--- config.mk ---
export PLATFORM = sky130hd
export DESIGN_NAME = tick_timer
export DESIGN_NICKNAME = d
export VERILOG_FILES = /design/src/rtl/timer_pkg.sv /design/src/rtl/timer_regs.sv /design/src/rtl/timer_prescaler.sv /design/src/rtl/timer_trig_edge.sv /design/src/rtl/timer_counter.sv /design/src/rtl/tick_timer.sv
export SDC_FILE = /design/constraint.sdc
export NUM_CORES = 1
export LEC_CHECK = 0
export ABC_AREA = 1
export CAP_MARGIN = 40
export CORE_UTILIZATION = 57
export CTS_CLUSTER_SIZE = 30
export DETAILED_ROUTE_END_ITERATION = 12
export DONT_BUFFER_PORTS = 1
export PLACE_DENSITY = 0.8
export SYNTH_ARGS = -nofsm -noshare
export SYNTH_HDL_FRONTEND = slang
export SYNTH_SLANG_ARGS = --single-unit
--- constraint.sdc ---
create_clock -name clk_i -period 1.8 [get_ports clk_i]
set_input_delay 0.27 -clock clk_i [delete_from_list [all_inputs] [get_ports clk_i]]
set_output_delay 0.27 -clock clk_i [all_outputs]
set_load 0.03 [all_outputs]
--- src/rtl/timer_pkg.sv ---
package timer_pkg;
  localparam int ADDR_W = 3;

  typedef enum logic [ADDR_W-1:0] {
    A_CTRL   = 3'd0,
    A_IRQEN  = 3'd1,
    A_PSC    = 3'd2,
    A_ARR    = 3'd3,
    A_CNT    = 3'd4,
    A_STATUS = 3'd5
  } reg_addr_e;

  typedef struct packed {
    logic ext;
    logic run;
  } ctrl_t;

  typedef struct packed {
    logic upd_de;
    logic upd_ie;
  } ien_t;
endpackage

--- src/rtl/timer_regs.sv ---
module timer_regs
  import timer_pkg::*;
#(
  parameter int DATA_W = 16,
  parameter int CNT_W  = 16,
  parameter int PSC_W  = 16
) (
  input  logic              clk_i,
  input  logic              rst_i,
  input  logic              wr_en_i,
  input  logic [ADDR_W-1:0] wr_addr_i,
  input  logic [DATA_W-1:0] wr_data_i,
  output ctrl_t             ctrl_o,
  output ien_t              ien_o,
  output logic [PSC_W-1:0]  psc_o,
  output logic [CNT_W-1:0]  arr_o,
  output logic              cnt_ld_o,
  output logic [CNT_W-1:0]  cnt_ld_val_o,
  output logic              flag_clr_o
);
  ctrl_t            ctrl_q;
  ien_t             ien_q;
  logic [PSC_W-1:0] psc_q;
  logic [CNT_W-1:0] arr_q;

  always_ff @(posedge clk_i) begin
    if (rst_i) begin
      ctrl_q <= '0;
      ien_q  <= '0;
      psc_q  <= '0;
      arr_q  <= '1;
    end else if (wr_en_i) begin
      case (wr_addr_i)
        A_CTRL:  ctrl_q <= ctrl_t'(wr_data_i[1:0]);
        A_IRQEN: ien_q  <= ien_t'(wr_data_i[1:0]);
        A_PSC:   psc_q  <= wr_data_i[PSC_W-1:0];
        A_ARR:   arr_q  <= wr_data_i[CNT_W-1:0];
        default: ;
      endcase
    end
  end

  assign ctrl_o       = ctrl_q;
  assign ien_o        = ien_q;
  assign psc_o        = psc_q;
  assign arr_o        = arr_q;
  assign cnt_ld_o     = wr_en_i && (wr_addr_i == A_CNT);
  assign cnt_ld_val_o = wr_data_i[CNT_W-1:0];
  assign flag_clr_o   = wr_en_i && (wr_addr_i == A_STATUS) && !wr_data_i[0];

  // nothing runs straight out of reset
  p_stopped_after_reset_r1: assert property (@(posedge clk_i)
    rst_i |=> (ctrl_q == '0) && (ien_q == '0) && (psc_q == '0));
endmodule

--- src/rtl/timer_prescaler.sv ---
module timer_prescaler #(
  parameter int PSC_W = 16
) (
  input  logic             clk_i,
  input  logic             rst_i,
  input  logic             run_i,
  input  logic             ext_i,
  input  logic [PSC_W-1:0] psc_i,
  output logic             tick_o
);
  logic [PSC_W-1:0] div_q;
  logic [PSC_W-1:0] lim_q;
  logic             active;
  logic             wrap;

  assign active = run_i && !ext_i;
  assign wrap   = active && (div_q == lim_q);
  assign tick_o = wrap;

  always_ff @(posedge clk_i) begin
    if (rst_i) begin
      div_q <= '0;
      lim_q <= '0;
    end else if (!active) begin
      div_q <= '0;
      lim_q <= psc_i;
    end else if (wrap) begin
      div_q <= '0;
      lim_q <= psc_i;
    end else begin
      div_q <= div_q + 1'b1;
    end
  end

  // divider never passes its active limit
  p_div_in_range_r3: assert property (@(posedge clk_i) disable iff (rst_i)
    active |-> (div_q <= lim_q));
  // the active limit only moves at a wrap while running
  p_limit_held_r9: assert property (@(posedge clk_i) disable iff (rst_i)
    (active && !wrap) |=> $stable(lim_q));
endmodule

--- src/rtl/timer_trig_edge.sv ---
module timer_trig_edge #(
  parameter int SYNC_STAGES = 2
) (
  input  logic clk_i,
  input  logic rst_i,
  input  logic trig_i,
  output logic rise_o
);
  localparam int LAST = SYNC_STAGES;
  logic [LAST:0] sh_q;

  always_ff @(posedge clk_i) begin
    if (rst_i) sh_q[0] <= 1'b0;
    else       sh_q[0] <= trig_i;
  end

  for (genvar g = 1; g <= LAST; g++) begin : g_stage
    always_ff @(posedge clk_i) begin
      if (rst_i) sh_q[g] <= 1'b0;
      else       sh_q[g] <= sh_q[g-1];
    end
  end

  assign rise_o = sh_q[LAST-1] && !sh_q[LAST];

  // one pulse per rising edge
  p_rise_single_r10: assert property (@(posedge clk_i) disable iff (rst_i)
    rise_o |=> !rise_o);
endmodule

--- src/rtl/timer_counter.sv ---
module timer_counter #(
  parameter int CNT_W = 16
) (
  input  logic             clk_i,
  input  logic             rst_i,
  input  logic             tick_i,
  input  logic [CNT_W-1:0] arr_i,
  input  logic             ld_i,
  input  logic [CNT_W-1:0] ld_val_i,
  input  logic             flag_clr_i,
  input  logic             upd_de_i,
  output logic [CNT_W-1:0] cnt_o,
  output logic             uif_o,
  output logic             dma_o
);
  logic [CNT_W-1:0] cnt_q;
  logic             uif_q;
  logic             dma_q;
  logic             upd;

  assign upd = tick_i && !ld_i && (cnt_q >= arr_i);

  always_ff @(posedge clk_i) begin
    if (rst_i) begin
      cnt_q <= '0;
      uif_q <= 1'b0;
      dma_q <= 1'b0;
    end else begin
      if (ld_i)        cnt_q <= ld_val_i;
      else if (tick_i) cnt_q <= upd ? '0 : cnt_q + 1'b1;
      if (upd)             uif_q <= 1'b1;
      else if (flag_clr_i) uif_q <= 1'b0;
      dma_q <= upd && upd_de_i;
    end
  end

  assign cnt_o = cnt_q;
  assign uif_o = uif_q;
  assign dma_o = dma_q;

  // no tick and no load means the count holds
  p_hold_r2: assert property (@(posedge clk_i) disable iff (rst_i)
    (!tick_i && !ld_i) |=> $stable(cnt_q));
  // a tick below the terminal count steps by one
  p_step_r3: assert property (@(posedge clk_i) disable iff (rst_i)
    (tick_i && !ld_i && (cnt_q < arr_i)) |=> (cnt_q == $past(cnt_q) + 1'b1));
  // wrap lands on zero and raises the flag
  p_wrap_r4: assert property (@(posedge clk_i) disable iff (rst_i)
    (tick_i && !ld_i && (cnt_q >= arr_i)) |=> ((cnt_q == '0) && uif_q));
  // a DMA pulse only ever accompanies a set flag
  p_dma_flag_r5: assert property (@(posedge clk_i) disable iff (rst_i)
    dma_q |-> uif_q);
  // clearing without a competing wrap drops the flag
  p_clear_r7: assert property (@(posedge clk_i) disable iff (rst_i)
    (flag_clr_i && !tick_i) |=> !uif_q);
  // a load wins over a tick
  p_load_r8: assert property (@(posedge clk_i) disable iff (rst_i)
    ld_i |=> (cnt_q == $past(ld_val_i)));
endmodule

--- src/rtl/tick_timer.sv ---
module tick_timer
  import timer_pkg::*;
#(
  parameter int DATA_W      = 16,
  parameter int CNT_W       = 16,
  parameter int PSC_W       = 16,
  parameter int SYNC_STAGES = 2
) (
  input  logic              clk_i,
  input  logic              rst_i,
  input  logic              wr_en_i,
  input  logic [ADDR_W-1:0] wr_addr_i,
  input  logic [DATA_W-1:0] wr_data_i,
  input  logic              trig_i,
  output logic [CNT_W-1:0]  cnt_o,
  output logic              uif_o,
  output logic              irq_o,
  output logic              dma_req_o
);
  ctrl_t            ctrl;
  ien_t             ien;
  logic [PSC_W-1:0] psc;
  logic [CNT_W-1:0] arr;
  logic             cnt_ld;
  logic [CNT_W-1:0] cnt_ld_val;
  logic             flag_clr;
  logic             psc_tick;
  logic             trig_rise;
  logic             tick;
  logic             uif;

  timer_regs #(.DATA_W(DATA_W), .CNT_W(CNT_W), .PSC_W(PSC_W)) u_regs (
    .clk_i, .rst_i, .wr_en_i, .wr_addr_i, .wr_data_i,
    .ctrl_o(ctrl), .ien_o(ien), .psc_o(psc), .arr_o(arr),
    .cnt_ld_o(cnt_ld), .cnt_ld_val_o(cnt_ld_val), .flag_clr_o(flag_clr)
  );

  timer_prescaler #(.PSC_W(PSC_W)) u_psc (
    .clk_i, .rst_i, .run_i(ctrl.run), .ext_i(ctrl.ext),
    .psc_i(psc), .tick_o(psc_tick)
  );

  timer_trig_edge #(.SYNC_STAGES(SYNC_STAGES)) u_trig (
    .clk_i, .rst_i, .trig_i, .rise_o(trig_rise)
  );

  assign tick = ctrl.run && (ctrl.ext ? trig_rise : psc_tick);

  timer_counter #(.CNT_W(CNT_W)) u_cnt (
    .clk_i, .rst_i, .tick_i(tick), .arr_i(arr),
    .ld_i(cnt_ld), .ld_val_i(cnt_ld_val), .flag_clr_i(flag_clr),
    .upd_de_i(ien.upd_de), .cnt_o, .uif_o(uif), .dma_o(dma_req_o)
  );

  assign uif_o = uif;
  assign irq_o = uif && ien.upd_ie;

  // a stopped timer produces no DMA request
  p_no_dma_stopped_r2: assert property (@(posedge clk_i) disable iff (rst_i)
    (!ctrl.run && !cnt_ld) |=> !dma_req_o);
  // in trigger mode the divider stays silent
  p_ext_no_psc_r10: assert property (@(posedge clk_i) disable iff (rst_i)
    ctrl.ext |-> !psc_tick);
endmodule

After elaboration in Yosys (flattened, before gate mapping)
Index checks and enable logic that the tools add are counted.
{"block": "word_totals", "reg_bits": 89, "latch_bits": 0, "mem_bits_rw": 0, "romBits": 0, "inputBits": 23, "memories": 0}
{"block": "classes", "addsub": 2, "n_mul": 0, "n_div": 0, "magnitude_cmp": 1, "eq_ne": 7, "shift": 0, "mux": 8, "n_bitwise": 1, "reduce_logical": 23}
{"cell": "$mux W16", "n": 5}
{"cell": "$add A16 B1 Y16 const B", "n": 2}
{"cell": "$eq A16 B16 Y1", "n": 1}
{"cell": "$ge A16 B16 Y1", "n": 1}
{"cell": "$logic_and A1 B1 Y1", "n": 11}
{"cell": "$reduce_and A2 Y1", "n": 4}
{"cell": "$eq A3 B2 Y1 const B", "n": 2}
{"cell": "$eq A3 B3 Y1 const B", "n": 2}
{"cell": "$logic_not A1 Y1", "n": 4}
{"cell": "$reduce_bool A2 Y1", "n": 2}
{"cell": "$eq A3 B1 Y1 const B", "n": 1}
{"cell": "$logic_not A3 Y1", "n": 1}
{"cell": "$mux W1", "n": 3}
{"cell": "$reduce_or A3 Y1", "n": 1}
{"cell": "$ne A2 B2 Y1 const B", "n": 1}
{"cell": "$not A1 Y1", "n": 1}

Depth between registers and ports, before layout
Gate-level depths: netlist of run 1.
{"block": "depth", "word_depth": 10, "ltp_mapped": 16, "depth_no_buf": 16}

Cells and area by module
Synthesis of run 1 repeated with hierarchy kept, for this count alone.
{"block": "hier_totals", "cells_unflattened": 736, "area_unflattened_um2": 5017.3}
{"module": "timer_prescaler", "instances": 1, "cells_each": 271, "area_per_inst_um2": 1798.0}
{"module": "timer_regs", "instances": 1, "cells_each": 226, "area_per_inst_um2": 1595.3}
{"module": "timer_counter", "instances": 1, "cells_each": 222, "area_per_inst_um2": 1508.9}
{"module": "timer_trig_edge", "instances": 1, "cells_each": 10, "area_per_inst_um2": 86.3}
{"module": "tick_timer", "instances": 1, "cells_each": 7, "area_per_inst_um2": 28.8}

Least setup slack after synthesis of run 1
No wires, ideal clock.
{"block": "synth_path", "path_kind": "flip-flop to flip-flop", "startpoint": "reg u_cnt.cnt_q[9] (netlist: u_cnt.cnt_o[9])", "endpoint": "reg u_cnt.cnt_q[4] (netlist: u_cnt.cnt_o[4])", "t_arrival_ns": 1.935, "required_time_ns": 1.729, "setup_slack_ns": -0.206, "path_stages_with_launch": 12, "synth_period_minus_slack_ns": 2.006, "path_cell_list": "dfxtp_1 -> ha_1 -> nand2_1 -> inv_1 -> o21bai_1 -> nand2_1 -> a21oi_1 -> nand2_1 -> nor2_2 -> buf_2 -> nand4_1 -> a21oi_1"}
{"block": "synth_via", "elab_chain_len": 5}
{"element": "start: declaration", "line": "timer_counter.sv:16", "text": "logic [CNT_W-1:0] cnt_q;"}
{"element": "start signal: assignment", "line": "timer_counter.sv:29", "text": "if (ld_i) cnt_q <= ld_val_i;"}
{"element": "start signal: assignment", "line": "timer_counter.sv:30", "text": "else if (tick_i) cnt_q <= upd ? '0 : cnt_q + 1'b1;"}
{"element": "$ge A16 B16 Y1", "line": "timer_counter.sv:21", "text": "assign upd = tick_i && !ld_i && (cnt_q >= arr_i);"}
{"element": "$logic_and A1 B1 Y1", "line": "timer_counter.sv:21"}
{"element": "$mux W16 (2 in series)", "line": "timer_counter.sv:30"}
{"element": "$mux W16", "line": "timer_counter.sv:29"}
Every way passes these cells. The select of a mux whose other input is x is not followed.
A chain may end at the register's enable or synchronous reset.

Worst setup path after layout of run 1
{"block": "layout_path", "startpoint": "reg u_regs.arr_q[13] (netlist: u_regs.arr_o[13])", "endpoint": "reg u_cnt.cnt_q[7] (netlist: u_cnt.cnt_o[7])"}
{"block": "layout_via", "elab_chain_len": 5}
{"element": "start: declaration", "line": "timer_regs.sv:24", "text": "logic [CNT_W-1:0] arr_q;"}
{"element": "start signal: assignment", "line": "timer_regs.sv:37", "text": "A_ARR: arr_q <= wr_data_i[CNT_W-1:0];"}
{"element": "$ge A16 B16 Y1", "line": "timer_counter.sv:21"}
{"element": "$logic_and A1 B1 Y1", "line": "timer_counter.sv:21"}
{"element": "$mux W16 (2 in series)", "line": "timer_counter.sv:30"}
{"element": "$mux W16", "line": "timer_counter.sv:29"}
Every way passes these cells. The select of a mux whose other input is x is not followed.

==> results.toml, run 1 <==
[finish]
stdcell_count = 788
num-nets-final = 722
flow.area_growth_from_synthesis_pct = 19.0
fillCellCount = 614
diodes = 0
drive_gt1_share_pct = 21.9

[route]
first_pass_iters = 5
ant_nets = 0
drt-initial-drc-count = 220
route.met2.wl_um = 5590
via_per_inst = 5.47
drt_wl_total_um = 11200
maxUsedRoutingLayer = "met4"
wl_met3_um = 708
route.detailed.drc = 0
avgRoutedWirePerCell_um = 14.2
num_vias = 4311
wl_met1_um = 4600

[worst_hold_path]
hold_class = "in2reg"
whs_path_depth = 1
hold_end = "u_cnt.uif_o"
worstHoldStart = "rst_i"

[timing]
fin_tns_setup_ns = -2.09
period_share_pct = 115
hold_viol_final = 13
setup_violations = 18
timing.fmax_mhz = 483
skew_ns = 0.0117
whs_ns = -0.0242
max_slew.worst_pin.slew_ns = 0.574
finalMaxSlewViolations = 0
slew_headroom_pct = 61.7
post-route-min-period_ns = 2.07
timing.final.ws_setup_ns = -0.271
rsz0062_at_grt = "true"

[place]
portBuffers = 0
hpwl_um = 7400
dp_slack_ns = -0.0590
gp_congestion = 0.837
dpl.cell_count = 764

[die]
die_h_um = 91.3
coreArea_um2 = 7730
start_util_pct = 58.8
rows = 32
die-area_um2 = 8330
ioPinCount = 42
die_w_um = 91.3

[synthesis]
synth-seq-area-share_pct = 39.2
dominantRegCellSynth = "dfxtp_1"
async_flop_share_pct = 0
synth_area_per_cell_um2 = 6.94
synth_edf_count = 0
synth_area_leaders = "dfxtp_1 (39%), nand2_1 (11%), inv_1 (7.0%), a21oi_1 (6.8%), nor2_1 (6.5%)"
syn_nets = 696
synth_top_area_share_pct = 39.2
synth_warnings = 0
yosys_register_bits = 89
syn-cell-area_um2 = 4540
yosysTopAreaCell = "dfxtp_1"
synth_common_cells = "nand2_1 (137), dfxtp_1 (89), inv_1 (85)"
yosysUniqueCellTypes = 34
synth.most_common_cell = "nand2_1"
netlist_instances = 655

[setup_path]
r2r_start = "u_regs.arr_o[13]"
worst-endpoint-arrival_ns = 2.34
crit_required_ns = 2.07
r2r_cells = 13
reg2reg_to = "u_cnt.cnt_o[7]"
start_kind = "flip-flop"
crit_path_end_kind = "flip-flop"
worstPathMaxFanout = 6
critPathKind = "reg2reg"
reg2reg_slack_ns = -0.27

[cts]
cts_buffers = 9
path_clk_slew_ns = 0.09
cts.sinks = 89
clock_path_buffers = 2
clk_latency_ns = 0.36
htree_levels = 3
cts_tree = "built"
holdBufCountCts = 3
clockRootBuffer = "clkbuf_8"

[grt]
grt_max_degree = 39
grt_pass1_wl_um = 17700
grt-ovfl-total = 0
first_global_vias = 3950
antenna_found_initial = 0
grt.total_usage_pct = 26.6

[power]
p_leak_nw = 2.36
power_per_cell_area_nw_per_um2 = 715
vdd_drop_max_uv = 334

[run_status]
violations = "negative hold slack, negative setup slack"
status = "finished, violations left"

[job]
drv_cap = 0
-- cells in the final DEF (no fill, tap or decap), types with 16 or more instances in the layout --
| cell | netlist | routed |
|---|---|---|
| buf_4 | 1 | 30 |
| nor2_1 | 79 | 73 |
| dfxtp_2 | 0 | 28 |
| inv_2 | 12 | 22 |
| dfxtp_1 | 89 | 56 |
| o21ai_0 | 48 | 47 |
| a21oi_1 | 62 | 58 |
| xor2_1 | 16 | 16 |
| nand4_1 | 35 | 35 |
| nand2_1 | 137 | 130 |
| inv_1 | 85 | 74 |
-- registers in the layout, indices dropped and copies added (netlist names), 2 cells and up --
name,flops
u_psc.div_q,16
u_regs.ctrl_o,2
u_regs.psc_o,16
u_regs.ien_o,2
u_regs.arr_o,16
u_psc.lim_q,16
u_trig.sh_q,3
u_cnt.cnt_o,16
-- per-stage QoR --
step	total power [mW]	area, um2	util [%]
2_1_floorplan	2.31	4580	-
3_3_place_gp	2.36	4850	62.7
3_5_place_dp	2.37	4860	62.9
4_1_cts	3.86	5190	67.1
5_1_grt	4.01	5410	70.0
6_report	3.86	5410	70.0
-- metal layers --
| layer | global-route usage, % | vias up |
|---|---|---|
| met5 | 0 | - |
| met4 | 12.0 | 0 |
| met3 | 5.44 | 33 |
| met2 | 46.1 | 157 |
| met1 | 31.6 | 1961 |
| li1 | - | 2160 |
-- worst max-delay path by stage --
stage | startpoint | to | slack [ns] | cells after the start
2_1_floorplan | u_cnt.cnt_o[9] | u_cnt.cnt_o[4] | 0.03 | 11
3_3_place_gp | u_regs.arr_o[7] | u_cnt.uif_o | 0.01 | 10
3_5_place_dp | u_regs.arr_o[7] | u_cnt.dma_o | -0.06 | 10
4_1_cts | u_regs.arr_o[6] | u_cnt.dma_o | 0.0006 | 10
5_1_grt | u_regs.arr_o[13] | u_cnt.cnt_o[7] | -0.34 | 13
6_report | u_regs.arr_o[13] | u_cnt.cnt_o[7] | -0.27 | 13
-- repair_timing --
| action | in CTS | in global routing |
|---|---|---|
| buffers inserted | 0 | 4 |
| gates cloned | 0 | 1 |
| pin swaps | 3 | 17 |
| endpoints found under the setup margin | 11 | 35 |
| hold endpoints to repair | 21 | 18 |
| resized for setup | 12 | 57 |
-- layout make-up --
type / count / area, um2 / share of cell area [%]
Multi-Input combinational cell: 445 / 2490 / 46.1
Sequential cell: 89 / 1840 / 33.9
Inverter: 97 / 369 / 6.83
Timing Repair Buffer: 39 / 358 / 6.62
Clock buffer: 13 / 179 / 3.31
Tap cell: 102 / 128 / 2.36
Clock inverter: 3 / 45.0 / 0.833
-- power by group --
part	leakage, nW	total [mW]	internal (mW)	switching [mW]
Combinational	1.51	0.312	0.116	0.196
Sequential	0.731	2.05	2.02	0.0297
Clock	0.116	1.50	0.798	0.707
-- cell families after synthesis --
logic type               Yosys count  synth area share, %
buffers and inverters            121                 10.3
AO/OA/AOI/OAI                    123                 13.9
AND/OR/NAND/NOR                  285                 28.0
adder cells (fa/ha/maj)           18                 4.96
XOR/XNOR                          19                 3.66
flip-flops                        89                 39.2
-- worst max-delay path: stages (launching register included) --
cell       delay, ns
dfxtp_1         0.32
inv_1           0.05
ha_1            0.29
nand2_1         0.09
inv_1           0.05
nor2_1          0.11
o21ai_1         0.11
a21oi_2         0.14
nand2_2         0.08
nor2_4          0.17
clkbuf_16       0.18
buf_4           0.10
nand4_1         0.11
a21oi_1         0.18
No activity file was read; power rests on OpenSTA's default activity.
==> run 2, diff against run 1 <==
- ABC_AREA: 1 -> 0
==> run 2 against run 1 <==
Compared with the run above: the run ends with negative setup slack left; clock power decreased by 15%; critical endpoint is now u_cnt.dma_o; core utilization rose by 4.5 points; synthesized area decreased by 6.4%; wire length up 4.3%; clock skew shrank 0.00096 ns; flip-flop and latch count stayed put; total power is 6.1% lower.
==> results.toml, run 2 <==
[setup_path]
reg2reg_slack_ns = -0.17
cp_num_buf_inv = 1
r2r_cells = 7
max_stage_delay_ns = 0.44
start_kind = "flip-flop"
reg2reg_to = "u_cnt.dma_o"
worstPathMaxFanout = 2
crit_required_ns = 2.09
r2r_start = "u_psc.lim_q[12]"
path_cells = "xor2_1, nor4_2, buf_4, nand4_4, o21ai_4, or3b_4, nor3b_2"
critPathKind = "reg2reg"
crit_family = "simple AND/OR/NAND/NOR gates"
critical-path-slowest-cell = "or3b_4"
worst-endpoint-arrival_ns = 2.27
crit_path_end_kind = "flip-flop"

[route]
first_pass_iters = 4
drt-initial-drc-count = 265
via_per_inst = 5.88
avgRoutedWirePerCell_um = 17.2
num_vias = 4001
route.detailed.drc = 0
drt_wl_total_um = 11700
ant_nets = 0

[synthesis]
synth_area_leaders = "dfxtp_1 (42%), nand2_1 (8.4%), a21oi_1 (6.6%), xor2_1 (6.0%), ha_1 (5.3%)"
synth_edf_count = 0
synth_area_per_cell_um2 = 8.27
syn_nets = 555
synth-seq-area-share_pct = 41.9
synth.most_common_cell = "nand2_1"
async_flop_share_pct = 0
synth_common_cells = "nand2_1 (95), dfxtp_1 (89), a21oi_1 (56)"
synth_warnings = 0
synth_top_area_share_pct = 41.9
yosys_register_bits = 89
syn-cell-area_um2 = 4250
netlist_instances = 514
yosysUniqueCellTypes = 41
yosysTopAreaCell = "dfxtp_1"
dominantRegCellSynth = "dfxtp_1"

[die]
die-area_um2 = 7810
die_h_um = 88.4
die_w_um = 88.4
coreArea_um2 = 7210
ioPinCount = 42
rows = 31
start_util_pct = 58.9

[cts]
clockRootBuffer = "clkbuf_8"
cts_tree = "built"
cts_buffers = 9
cts.sinks = 89
path_clk_slew_ns = 0.09
htree_levels = 3
clock_path_buffers = 2
clk_latency_ns = 0.37

[grt]
grt.total_usage_pct = 30.3
grt_max_degree = 40
first_global_vias = 3898
antenna_found_initial = 0
grt_pass1_wl_um = 18000
grt-ovfl-total = 0

[timing]
slew_headroom_pct = 77.4
hold_viol_final = 0
max_slew.worst_pin.slew_ns = 0.337
period_share_pct = 110
skew_ns = 0.0108
finalMaxSlewViolations = 0
timing.fmax_mhz = 507
fin_tns_setup_ns = -3.06
rsz0062_at_grt = "true"
post-route-min-period_ns = 1.97
timing.final.ws_setup_ns = -0.174
setup_violations = 34

[power]
power_per_cell_area_nw_per_um2 = 675
vdd_drop_max_uv = 371
p_leak_nw = 2.37

[run_status]
violations = "negative setup slack"
status = "finished, violations left"

[job]
drv_cap = 0

[finish]
drive_gt1_share_pct = 21.5
utilization_pct = 74.5
num-nets-final = 618
diodes = 0
mostFrequentLayoutCells = "nand2_1 (94), dfxtp_1 (63), a21oi_1 (51), buf_4 (45), nor2_1 (33)"
layout_commonest_cell = "nand2_1"
flow.area_growth_from_synthesis_pct = 26.4

[place]
gp_congestion = 0.890
portBuffers = 0
hpwl_um = 7460

[worst_hold_path]
whs_path_depth = 2
worstHoldStart = "wr_data_i[6]"
hold_end = "u_regs.arr_o[6]"
hold_class = "in2reg"
run 2: changes by cell type in the layout (fill, tap and decap cells not counted), sizes merged, moves of 7 or more:
cell / previous run / this run
dlygate4sd3: 3 / 23
a21oi: 63 / 56
o21ai: 56 / 3
nand3: 11 / 30
xnor2: 3 / 15
buf: 35 / 55
nor2: 84 / 33
nand4: 35 / 24
nand2: 139 / 95
inv: 98 / 22
a22oi: 0 / 15
nand3b: 1 / 16
nor3: 10 / 3
xor2: 16 / 29
run 2: repair_timing:
| item | CTS | global route |
|---|---|---|
| pin swaps | 2 | 13 |
| buffers inserted | 0 | 3 |
| hold endpoints to repair | 57 | 0 |
| hold buffers | 24 | 0 |
| cloned | 0 | 1 |
| resized for setup | 7 | 26 |
| endpoints found under the setup margin | 34 | 50 |
run 2: worst register-to-register path, cell delays in order, from the launching register on:
cell     delay, ns
dfxtp_2       0.34
xor2_1        0.17
nor4_2        0.29
buf_4         0.18
nand4_4       0.12
o21ai_4       0.22
or3b_4        0.44
nor3b_2       0.15
run 2: cell families (layout without fill, tap and decap cells):
family                   count (synthesis)  after routing  synth area share (%)
flip-flops                              89             89                  41.9
AND/OR/NAND/NOR                        230            230                  27.3
XOR/XNOR                                44             44                  9.06
multiplexers                             2              2                 0.471
AO/OA/AOI/OAI                           84             84                  11.7
buffers and inverters                   47            115                  4.24
adder cells (fa/ha/maj)                 18             18                  5.30
run 2: layout make-up:
class	instances	area, um2
Inverter	20	75.1
Timing Repair Buffer	79	758
Sequential cell	89	1820
Fill cell	548	1840
Multi-Input combinational cell	378	2420
Clock inverter	7	53.8
Clock buffer	9	124
Tap cell	99	124
run 2: layer usage:
layer | vias to the layer above | share of wire [%] | track usage, %
met4 | 0 | 2.3 | 10.3
li1 | 1885 | - | -
met2 | 159 | 50 | 52.5
met3 | 30 | 7.9 | 10.8
met1 | 1927 | 40 | 34.6
met5 | - | 0 | 0
run 2: worst max path at each step:
stage                         start         endpoint  slack [ns]  cells past startpoint
finish              u_psc.lim_q[12]      u_cnt.dma_o       -0.17                      7
global route         u_psc.lim_q[5]   u_cnt.cnt_o[0]       -0.28                      8
CTS                 u_psc.lim_q[13]  u_cnt.cnt_o[12]       -0.16                      9
detailed placement  u_psc.lim_q[13]      u_cnt.dma_o       -0.12                      7
global placement    u_psc.lim_q[13]      u_cnt.dma_o       -0.09                      7
floorplan            u_psc.div_q[2]      u_cnt.dma_o       -0.08                      7
run 2: per-stage QoR:
stage          power, mW  cells  instance area, um2  setup slack (ns)  hold slack [ns]
4_1_cts             3.60    677                5220            -0.158          0.00688
6_report            3.63    681                5380            -0.174           0.0186
2_1_floorplan       2.26    514                4340           -0.0845            0.391
5_1_grt             3.77    681                5380            -0.276          0.00607
3_3_place_gp        2.31    637                4780           -0.0853            0.343
3_5_place_dp        2.32    637                4780            -0.123            0.345
run 2: where the power goes:
part	switching [mW]	internal [mW]
registers	0.0238	2.00
logic	0.181	0.151
clock network	0.755	0.514
==> run 3, diff against run 2 <==
- CELL_PAD_IN_SITES_DETAIL_PLACEMENT: unset -> 1
- CELL_PAD_IN_SITES_GLOBAL_PLACEMENT: unset -> 1
- CORE_UTILIZATION: 57 -> 43
==> run 3 against run 2 <==
Compared with the run above: the flow still finishes with violations (negative setup slack); flip-flop and latch count did not move; count of clock-buffer cells in the layout rose by 3; cell count rose by 2.5%; clock power barely moved; register-to-register slack got worse by 0.04 ns; combinational power rose by 9.3%.
==> results.toml, run 3 (synthesis results as in run 2) <==
[run_status]
status = "finished, violations left"
violations = "negative setup slack"

[setup_path]
reg2reg_slack_ns = -0.22
r2r_start = "u_regs.arr_o[6]"
critPathKind = "reg2reg"
reg2reg_to = "u_cnt.dma_o"
start_kind = "flip-flop"
crit_required_ns = 2.11
worst-endpoint-arrival_ns = 2.33
worstPathMaxFanout = 4
r2r_cells = 7
crit_path_end_kind = "flip-flop"

[place]
gp_congestion = 0.862
dp_slack_ns = -0.297
portBuffers = 0
hpwl_um = 8810

[route]
route.met2.wl_um = 7350
ant_nets = 0
wl_met3_um = 538
wl_met1_um = 5700
first_pass_iters = 4
maxUsedRoutingLayer = "met4"
route.detailed.drc = 0
drt_wl_total_um = 13900
via_per_inst = 5.54
drt-initial-drc-count = 123
avgRoutedWirePerCell_um = 19.9
num_vias = 3868

[grt]
grt_pass1_wl_um = 21000
antenna_found_initial = 0
grt-ovfl-total = 0
grt_max_degree = 58
first_global_vias = 4158
grt.total_usage_pct = 27.2

[timing]
post-route-min-period_ns = 2.02
period_share_pct = 112
slew_headroom_pct = 64.0
finalMaxSlewViolations = 0
fin_tns_setup_ns = -3.69
hold_viol_final = 0
timing.final.ws_setup_ns = -0.218
setup_violations = 35
skew_ns = 0.00997
max_slew.worst_pin.slew_ns = 0.539
timing.fmax_mhz = 496
rsz0062_at_grt = "true"

[finish]
layout_commonest_cell = "nand2_1"
mostFrequentLayoutCells = "nand2_1 (94), dfxtp_1 (59), buf_4 (49), a21oi_1 (48), nor2_1 (32)"
flow.area_growth_from_synthesis_pct = 25.9
drive_gt1_share_pct = 24.8
diodes = 0
fillCellCount = 1124
num-nets-final = 605

[cts]
clock_path_buffers = 2
htree_levels = 3
clockRootBuffer = "clkbuf_8"
cts_buffers = 9
path_clk_slew_ns = 0.09
cts.sinks = 89
clk_latency_ns = 0.38
cts_tree = "built"

[worst_hold_path]
hold_class = "in2reg"
worstHoldStart = "wr_data_i[5]"
whs_path_depth = 2
hold_end = "u_regs.arr_o[5]"

[power]
p_leak_nw = 2.26
p_sw_uw = 959
power_per_cell_area_nw_per_um2 = 680
power.share.clock_pct = 34.4
seqPwrFrac_pct = 55.6
vdd_drop_max_uv = 383
sw_frac_of_total_pct = 26.3
combPwrFrac_pct = 10.0
p_int_mw = 2.69

[die]
coreArea_um2 = 9420
die-area_um2 = 10300
start_util_pct = 45.2
die_w_um = 101
ioPinCount = 42
die_h_um = 101
rows = 35

[job]
drv_cap = 0
run 3: metrics by stage:
step | total power, mW | util (%) | std cells | hold WS, ns | instance area, um2
finish | 3.64 | 56.9 | 698 | 0.0151 | 5360
global route | 3.78 | 56.9 | 698 | 0.00480 | 5360
CTS | 3.64 | 55.4 | 694 | 0.000349 | 5220
detailed placement | 2.33 | 51.5 | 669 | 0.349 | 4850
global placement | 2.32 | 51.5 | 669 | 0.348 | 4850
floorplan | 2.26 | - | 514 | 0.391 | 4340
run 3: worst max path at each step:
stage / from / endpoint / cells past startpoint
6_report: u_regs.arr_o[6] / u_cnt.dma_o / 7
5_1_grt: u_regs.arr_o[6] / u_cnt.dma_o / 7
4_1_cts: u_regs.arr_o[2] / u_cnt.cnt_o[0] / 8
3_5_place_dp: u_regs.arr_o[2] / u_cnt.cnt_o[0] / 8
3_3_place_gp: u_psc.div_q[13] / u_cnt.dma_o / 7
2_1_floorplan: u_psc.div_q[2] / u_cnt.dma_o / 7
run 3: repair_timing:
item | in CTS | in global routing
hold buffers | 6 | 2
gates resized for setup | 23 | 23
setup buffers | 3 | 1
endpoints found under the setup margin | 34 | 49
endpoints found under the hold margin | 60 | 2
gates cloned | 0 | 1
pin swaps | 12 | 3
run 3: power by group through the flow:
stage	Combinational, mW	Clock [mW]	Sequential (mW)
floorplan	0.169	0	2.09
global placement	0.247	0	2.07
detailed placement	0.262	0	2.07
CTS	0.332	1.28	2.02
global route	0.391	1.36	2.03
finish	0.364	1.25	2.03
run 3: cell type report:
cell class                 instances  area (um2)  area share [%]
multi-input combinational        378        2490            46.5
sequential                        89        1830            34.2
timing repair buffer              66         637            11.9
tap                              129         161            3.01
clock buffer                      12         145            2.71
inverter                          20        75.1            1.40
clock inverter                     4        20.0           0.374
run 3: layer usage:
metal	vias to the layer above	track usage, %
met3	24	6.90
met5	-	0
met2	71	49.0
li1	1857	-
met1	1916	30.8
met4	0	10.8
run 3: worst max-delay path, cell delays in order, from the launching register on:
cell and delay, ns:
dfxtp_1 0.35, inv_1 0.05, ha_1 0.29, nand4_1 0.19
o31ai_4 0.35, a21oi_4 0.12, or3b_4 0.43, nor3b_2 0.17
